`src/rtl/opsel_pkg.sv`:
```
package opsel_pkg;

    localparam int LANE_W    = 32;
    localparam int BYTE_W    = 8;
    localparam int HALF_W    = 16;
    localparam int SEL_W     = 3;
    localparam int KIND_W    = 2;
    localparam int NUM_BYTES = LANE_W / BYTE_W;
    localparam int NUM_HALVES = LANE_W / HALF_W;
    localparam int BYTE_IDX_W = $clog2(NUM_BYTES);
    localparam int HALF_IDX_W = (NUM_HALVES > 1) ? $clog2(NUM_HALVES) : 1;
    localparam logic [SEL_W-1:0] SEL_HALF_BASE = SEL_W'(NUM_BYTES);
    localparam logic [SEL_W-1:0] SEL_WORD      = SEL_W'(NUM_BYTES + NUM_HALVES);

    typedef logic [LANE_W-1:0] lane_t;

    typedef enum logic [KIND_W-1:0] {
        KIND_UINT  = 2'd0,
        KIND_SINT  = 2'd1,
        KIND_FLOAT = 2'd2,
        KIND_RSVD  = 2'd3
    } op_kind_e;

    typedef enum logic [1:0] {
        FW_BYTE = 2'd0,
        FW_HALF = 2'd1,
        FW_WORD = 2'd2
    } fwidth_e;

    typedef struct packed {
        lane_t   value;
        fwidth_e width;
        logic    reserved;
    } field_t;

    typedef struct packed {
        logic do_abs;
        logic do_neg;
        logic do_sext;
    } mods_t;

    // Ones over the bits of the field, zeros above it.
    function automatic lane_t width_mask(input fwidth_e w);
        case (w)
            FW_BYTE: width_mask = {{(LANE_W-BYTE_W){1'b0}}, {BYTE_W{1'b1}}};
            FW_HALF: width_mask = {{(LANE_W-HALF_W){1'b0}}, {HALF_W{1'b1}}};
            default: width_mask = {LANE_W{1'b1}};
        endcase
    endfunction

    // A single one at the top bit of the field.
    function automatic lane_t top_bit_mask(input fwidth_e w);
        lane_t m;
        m = width_mask(w);
        top_bit_mask = m & ~(m >> 1);
    endfunction

    function automatic logic top_bit(input lane_t v, input fwidth_e w);
        top_bit = |(v & top_bit_mask(w));
    endfunction

    // Copy the field's top bit over all bits above the field.
    function automatic lane_t fill_upper(input lane_t v, input fwidth_e w);
        lane_t m;
        m = width_mask(w);
        fill_upper = top_bit(v, w) ? (v | ~m) : (v & m);
    endfunction

endpackage

```
`src/rtl/opsel_field_extract.sv`:
```
module opsel_field_extract
    import opsel_pkg::*;
(
    input  lane_t               lane_i,
    input  logic [SEL_W-1:0]    sel_i,
    output field_t              field_o
);

    logic [BYTE_W-1:0] byte_arr [NUM_BYTES];
    logic [HALF_W-1:0] half_arr [NUM_HALVES];

    for (genvar gb = 0; gb < NUM_BYTES; gb++) begin : g_bytes
        assign byte_arr[gb] = lane_i[gb*BYTE_W +: BYTE_W];
    end

    for (genvar gh = 0; gh < NUM_HALVES; gh++) begin : g_halves
        assign half_arr[gh] = lane_i[gh*HALF_W +: HALF_W];
    end

    logic [BYTE_IDX_W-1:0] byte_idx;
    logic [HALF_IDX_W-1:0] half_idx;
    assign byte_idx = sel_i[BYTE_IDX_W-1:0];
    assign half_idx = HALF_IDX_W'(sel_i - SEL_HALF_BASE);

    always_comb begin
        field_o.reserved = 1'b0;
        if (sel_i < SEL_HALF_BASE) begin
            field_o.value = lane_t'(byte_arr[byte_idx]);
            field_o.width = FW_BYTE;
        end else if (sel_i < SEL_WORD) begin
            field_o.value = lane_t'(half_arr[half_idx]);
            field_o.width = FW_HALF;
        end else if (sel_i == SEL_WORD) begin
            field_o.value = lane_i;
            field_o.width = FW_WORD;
        end else begin
            field_o.value    = lane_i;
            field_o.width    = FW_WORD;
            field_o.reserved = 1'b1;
        end
    end

endmodule

```
`src/rtl/opsel_int_chain.sv`:
```
module opsel_int_chain
    import opsel_pkg::*;
(
    input  field_t   field_i,
    input  logic     is_signed_i,
    input  mods_t    mods_i,
    output lane_t    value_o
);

    lane_t after_abs;
    lane_t after_neg;
    lane_t after_ext;

    // Step 1: magnitude, signed kind only, and only when the top bit is set.
    always_comb begin
        after_abs = field_i.value;
        if (mods_i.do_abs && is_signed_i && top_bit(field_i.value, field_i.width))
            after_abs = -fill_upper(field_i.value, field_i.width);
    end

    // Step 2: negation, tested against the step-1 result.
    always_comb begin
        after_neg = after_abs;
        if (mods_i.do_neg && top_bit(after_abs, field_i.width))
            after_neg = -fill_upper(after_abs, field_i.width);
    end

    // Step 3: sign extension, tested against the step-2 result.
    always_comb begin
        after_ext = after_neg;
        if (mods_i.do_sext && top_bit(after_neg, field_i.width))
            after_ext = fill_upper(after_neg, field_i.width);
    end

    assign value_o = after_ext;

endmodule

```
`src/rtl/opsel_fp_chain.sv`:
```
module opsel_fp_chain
    import opsel_pkg::*;
(
    input  field_t   field_i,
    input  mods_t    mods_i,
    output lane_t    value_o
);

    lane_t sign_m;
    lane_t after_abs;

    assign sign_m = top_bit_mask(field_i.width);

    always_comb begin
        after_abs = field_i.value;
        if (mods_i.do_abs)
            after_abs = field_i.value & ~sign_m;
    end

    always_comb begin
        value_o = after_abs;
        if (mods_i.do_neg)
            value_o = after_abs ^ sign_m;
    end

endmodule

```
`src/rtl/opsel_modify_unit.sv`:
```
module opsel_modify_unit
    import opsel_pkg::*;
(
    input  logic [LANE_W-1:0]  lane_i,
    input  logic [SEL_W-1:0]   field_sel_i,
    input  logic [KIND_W-1:0]  op_kind_i,
    input  logic               mod_abs_i,
    input  logic               mod_neg_i,
    input  logic               mod_sext_i,
    output logic [LANE_W-1:0]  result_o,
    output logic               illegal_o
);

    field_t   field;
    mods_t    mods;
    op_kind_e kind;
    lane_t    int_val;
    lane_t    fp_val;
    logic     combo_bad;

    assign kind = op_kind_e'(op_kind_i);
    assign mods = '{do_abs: mod_abs_i, do_neg: mod_neg_i, do_sext: mod_sext_i};

    opsel_field_extract u_extract (
        .lane_i  (lane_i),
        .sel_i   (field_sel_i),
        .field_o (field)
    );

    opsel_int_chain u_int (
        .field_i     (field),
        .is_signed_i (kind == KIND_SINT),
        .mods_i      (mods),
        .value_o     (int_val)
    );

    opsel_fp_chain u_fp (
        .field_i (field),
        .mods_i  (mods),
        .value_o (fp_val)
    );

    always_comb begin
        case (kind)
            KIND_UINT:  combo_bad = mods.do_neg | mods.do_sext;
            KIND_SINT:  combo_bad = 1'b0;
            KIND_FLOAT: combo_bad = mods.do_sext;
            default:    combo_bad = 1'b1;
        endcase
    end

    always_comb begin
        illegal_o = field.reserved | combo_bad;
        if (illegal_o)
            result_o = field.value;
        else if (kind == KIND_FLOAT)
            result_o = fp_val;
        else
            result_o = int_val;
    end

endmodule

```
`config.mk`:
```
export PLATFORM = sky130hd
export DESIGN_NAME = opsel_modify_unit
export DESIGN_NICKNAME = d
export VERILOG_FILES = /design/src/rtl/opsel_pkg.sv /design/src/rtl/opsel_field_extract.sv /design/src/rtl/opsel_int_chain.sv /design/src/rtl/opsel_fp_chain.sv /design/src/rtl/opsel_modify_unit.sv
export SDC_FILE = /design/constraint.sdc
export NUM_CORES = 1
export LEC_CHECK = 0
export BUFFER_PORTS_ARGS = -buffer_cell sky130_fd_sc_hd__buf_4
export CORE_MARGIN = 2
export CORE_UTILIZATION = 50
export DETAILED_ROUTE_END_ITERATION = 16
export PLACE_DENSITY_LB_ADDON = 0.25
export SYNTH_ARGS = -nofsm -noshare
export SYNTH_HDL_FRONTEND = slang
export SYNTH_SLANG_ARGS = --single-unit
```
`constraint.sdc`:
```
create_clock -name vclk -period 5.05
set_input_delay 0.505 -clock vclk [all_inputs]
set_output_delay 0.505 -clock vclk [all_outputs]
set_load 0.005 [all_outputs]
```
-- After elaboration in Yosys (flattened, before gate mapping)
Cells that the tools add are included.
Widths: inputs -> output; s select.
- $lt $le $gt $ge: 4
- multipliers: 0
- eq/ne operators: 4
- divide/modulo/power cells: 0
- shift operators: 0
- muxes and demuxes: 26
- bitwise logic cells: 30
- add/subtract/negate cells: 3
- reduce and logical (&&, ||, !) cells: 12
- operators by type and width (operator ; count):
    $and 32x32->32 ; 14
    $mux 32 ; 13
    $reduce_or 32->1 ; 6
    $not 31->32 ; 4
    $not 32->32 ; 4
    $or 32x32->32 ; 3
    $mux 34 ; 2
    $neg 32->32 ; 2
    $pmux 32 s2 ; 1
    $mux 16 ; 3
    $xor 32x32->32 ; 1
    $bmux 8 s2 ; 1
    $mux 8 ; 2
    $lt 3x3->1 const B ; 2
    $eq 2x1->1 const B ; 2
    $logic_and 1x1->1 ; 4
    $logic_not 2->1 ; 2
    $eq 3x3->1 const B ; 1
    $ge 3x3->1 const B ; 1
    $mux 1 ; 3
    $not 2->3 ; 1
    $pmux 1 s3 ; 1
    $eq 2x2->1 const B ; 1
    $ge 2x2->1 const B ; 1
    other kinds (3) ; 4
- input port bits: 40
- memories: 0
- memory bits (read-only): 0
- output and inout bits: 33
- logic and storage cells: 79
- flip-flop bits (word level): 0
- latch bits: 0
- memory bits (writable): 0

-- Longest topological paths before layout
- depth in word-level cells: 45
- gate-level depth with buffers: 20
- mapped depth without buffers: 15

-- Cells and area by module
A second synthesis with hierarchy kept.
- cell total of the unflattened synthesis: 725
- area total of the unflattened synthesis: 5073.6 µm²
- by module, submodules not included (module ; instances ; seq. area each (µm²) ; cells an instance ; area an instance (µm²)):
    opsel_int_chain ; 1 ; 0.0 ; 502 ; 3000.4
    opsel_modify_unit ; 1 ; 0.0 ; 78 ; 1072.3
    opsel_field_extract ; 1 ; 0.0 ; 102 ; 695.7
    opsel_fp_chain ; 1 ; 0.0 ; 43 ; 305.3

-- Worst setup path before layout
OpenSTA, ideal clock, no wires.
- kind: input -> output
- start point: input port field_sel_i[2]
- end point: output port result_o[20]
- path slack: 0.130 ns
- required time: 4.545 ns
- arrival time: 4.415 ns
- buffers on the path: 3
- stages: 16
- cells stage by stage: buf_2 -> buf_1 -> clkbuf_1 -> a31o_2 -> ha_1 -> inv_1 -> a221oi_4 -> nand4_2 -> or3_1 -> a211oi_1 -> a211oi_1 -> or3_4 -> or2_2 -> o21ai_0 -> mux2_2 -> a22oi_1
- word-level cells in the longest chain between the ends: 24
- elaborated cells between the ends (all ways): 62
- those cells by class: add/sub: 2; order compare: 2; eq/ne: 2; mux: 19; bitwise: 27; reduce/logical: 10
- ends and longest elaborated chain (element ; RTL line ; RTL):
    start, declared ; opsel_modify_unit.sv:5 ; input logic [SEL_W-1:0] field_sel_i,
    $lt 3x3->1 ; opsel_field_extract.sv:30 ; end else if (sel_i < SEL_WORD) begin
    $mux 34 ; opsel_field_extract.sv:30 ;
    $mux 34 ; opsel_field_extract.sv:27 ; if (sel_i < SEL_HALF_BASE) begin
    $eq 2x1->1 or $logic_not 2->1 (tied branches) ; opsel_pkg.sv:44 ; case (w)
    $pmux 32 s2 ; opsel_pkg.sv:44 ;
    $mux 32 ; opsel_int_chain.sv:17 ; if (mods_i.do_abs && is_signed_i && top_bit(field_i.value, field_i.width))
    $not 31->32 ; opsel_pkg.sv:55 ; top_bit_mask = m & ~(m >> 1);
    $and 32x32->32 ; opsel_pkg.sv:55 ;
    [... 8 more ...] ; n/a ;
    $neg 32->32 ; opsel_int_chain.sv:25 ; after_neg = -fill_upper(after_abs, field_i.width);
    $mux 32 ; opsel_int_chain.sv:24 ; if (mods_i.do_neg && top_bit(after_abs, field_i.width))
    $and 32x32->32 ; opsel_pkg.sv:59 ; top_bit = |(v & top_bit_mask(w));
    $reduce_or 32->1 ; opsel_pkg.sv:59 ;
    $mux 32 or $logic_and 1x1->1 (tied branches) ; opsel_pkg.sv:66, opsel_int_chain.sv:31 ;
    $mux 32 ; opsel_int_chain.sv:31 ; if (mods_i.do_sext && top_bit(after_neg, field_i.width))
    $mux 32 ; opsel_modify_unit.sv:56 ; else if (kind == KIND_FLOAT)
    $mux 32 (*) ; opsel_modify_unit.sv:54 ; if (illegal_o)
    end, declared ; opsel_modify_unit.sv:10 ; output logic [LANE_W-1:0] result_o,
Mark *: on every way between the ends. The rest lies on a longest branch, timed or not. The select of a mux whose other input is x is not followed.

-- Worst setup path after layout
- start point: input port field_sel_i[2]
- end point: output port result_o[26]
Same word-level chain as after synthesis.

==> impl_metrics.toml <==
[synthesis]
synth_mux_area_frac = 0.1240
yosys.area_share.adder = 0.006491
synth-simple-area-share = 0.3389
ys_warn_count = 0
synth_top_area_cell = "nand2_1"
synth_top_family_by_area = "compound AO/OA/AOI/OAI gates"
synthCells = 600
ys_seq_area_frac = 0
syn_avg_cell_area_um2 = 6.425
synth_compound_area_frac = 0.3995
synthXorXnorAreaFrac = 0.06589
synth_nets = 642
yosysUniqueCellTypes = 84
yosysTopAreaCellShare = 0.07595
synthTopCellsByArea = "nand2_1, mux2i_1, nor2_1"
synth_area_um2 = 3855

[sta]
fmax_ghz = 0.2016
setup_viol = 0
tightest_slew_ps = 755.8
relSlewSlack = 0.4961
fin_crit_sh = 0.9820
min_period_ps = 4959
slew_violations = 0
hold_viol = 0

[route]
drc = 0
first_pass_iters = 5
via_count = 5628
via_per_inst = 6.897
ant_nets = 0
postRouteWirelength_um = 17390
wl_per_cell_um = 21.32
drtIter0Drc = 557

[floorplanning]
die-area_um2 = 8428
core_um2 = 7607
die_h_um = 91.81
num_io_pins = 73
start_util = 0.5067
die_x_um = 91.81
rows = 32

[power_and_ir_drop]
comb_power_share = 1.000
clkPwrFrac = 0
p_int_w = 0.0002690
seqPwrFrac = 0
peakVddDrop_v = 0.00005638
total_power_w = 0.0006131
leakage_nw = 2.185
power.switching_w = 0.0003440
p_sw_frac = 0.5611
power.density_nw_per_um2 = 118.7

[critical_path]
arrival_ps = 4450
critical-path-max-stage-delay_ps = 530
slowest_stage = "or4b_4"
crit_required_ps = 4550
cp-end-kind = "primary output"
timing.critical_path.mode_cell = "buf_4"
path_class = "in2out"
crit_chain = "buf_4, or2_1, buf_4, a211oi_1, a221o_2, nand2_2, o41ai_4, xor2_1, a41oi_1, or4b_4, or3_4, o211a_1, o31ai_2, a22oi_1, buf_4"
cp-start-kind = "input pin"
crit_buf_inv = 3
cp_top_family = "compound AO/OA/AOI/OAI gates"
critPathMaxFanout = 21

[layout]
final_design_area_no_fill_um2 = 5164
fin_nets = 758
final_layout_size_suffix_gt1_frac = 0.3095
clkbuf_count = 0
diodes = 0
fin_util = 0.6788
fillers = 676
fin_cells = 816
seq_cell_count = 0
area_growth_pct = 33.95
seq_area_um2 = 0

[grt]
grt_max_degree = 36
grt_pass1_vias = 5223
grt_pass1_wl_um = 26410
grt_usage = 0.3880
grt_antenna_before_repair = 0
grt-ovfl-total = 0

[placement]
placed_area_um2 = 4872
dp_hpwl_um = 13670
place_congestion = 1.102
placed_cells = 805
port-buffer-count = 73

[flow_run]
maxCapViolations = 0

[run_status]
status = "finished clean"

[clock_tree]
cts_hold_buf = 0

[min_path]
hp-class = "in2out"
layout make-up:
type               instances  area [µm²]  share of cell area
inverters                  8       30.03            0.005815
multi-input cells        548        3785              0.7330
well taps                102       127.6             0.02472
repair buffers           158        1221              0.2365
through the flow:
stage | TNS (ps) | hold WS, ps | worst slack, ps
2_1_floorplan | 0 | 1120 | 130.0
3_3_place_gp | -38.41 | 1419 | -38.41
3_5_place_dp | -285.1 | 1428 | -57.27
4_1_cts | 0 | 1428 | 7.357
5_1_grt | -59.15 | 1457 | -59.15
6_report | 0 | 1447 | 90.68
power by group through the flow:
stage,logic (W),registers [W],clock network [W]
after floorplan,0.000326,0,0
after global placement,0.000549,0,0
after detailed placement,0.000557,0,0
after CTS,0.000561,0,0
after global routing,0.000652,0,0
final,0.000613,0,0
metal layers:
| metal | track usage | part of all wire | vias up | wire (µm) |
|---|---|---|---|---|
| met1 | 0.4784 | 0.38 | 2652 | 6665 |
| li1 | - | - | 2513 | - |
| met3 | 0.03287 | 0.083 | 81 | 1442 |
| met4 | 0.2040 | 0.064 | 0 | 1115 |
| met2 | 0.6691 | 0.47 | 382 | 8172 |
| met5 | 0 | 0 | - | 0 |
synth_stat cells (14+ instances only):
master and count:
mux2i_1 26, xor2_1 14, xnor2_1 15, a21oi_1 41, nor3_1 14, o21ai_0 39
clkbuf_1 21, nand2b_1 14, nor2_1 66, nand2_1 78, nand3_1 21
cell usage in the layout (no fill, tap or decap), types with 6 or more instances in the layout:
cell type / Yosys / routed
buf_4: 5 / 153
nand2_1: 78 / 77
nor2_1: 66 / 66
a21oi_1: 41 / 38
o21ai_0: 39 / 36
mux2i_1: 26 / 25
nand3_1: 21 / 20
xnor2_1: 15 / 15
xor2_1: 14 / 14
nand2b_1: 14 / 13
nor3_1: 14 / 13
a22oi_1: 13 / 12
o211ai_1: 12 / 12
mux2_2: 9 / 10
o31ai_1: 13 / 9
inv_1: 8 / 8
nor2b_1: 8 / 7
a31oi_1: 7 / 7
a211oi_1: 7 / 6
or3_1: 7 / 6
and3_1: 6 / 6
final timing paths:
check	depth (start not counted)	end	slack, ps	from
worst max-delay path	15	result_o[26]	90	field_sel_i[2]
worst min-delay path	4	result_o[27]	1450	lane_i[27]
cells by family after synthesis:
kind of cell	after synthesis
buffers and inverters	52
AOI/OAI and AO/OA	212
muxes	44
xor gates and xnor gates	29
and+or+nand+nor	261
adders and majority gates	2
repair_timing:
action,CTS,global route
gates cloned,0,0
buffers inserted,0,11
endpoints found under the setup margin,10,24
resized for setup,4,42
pin swaps,0,12
(Power assumes the default switching activity.)
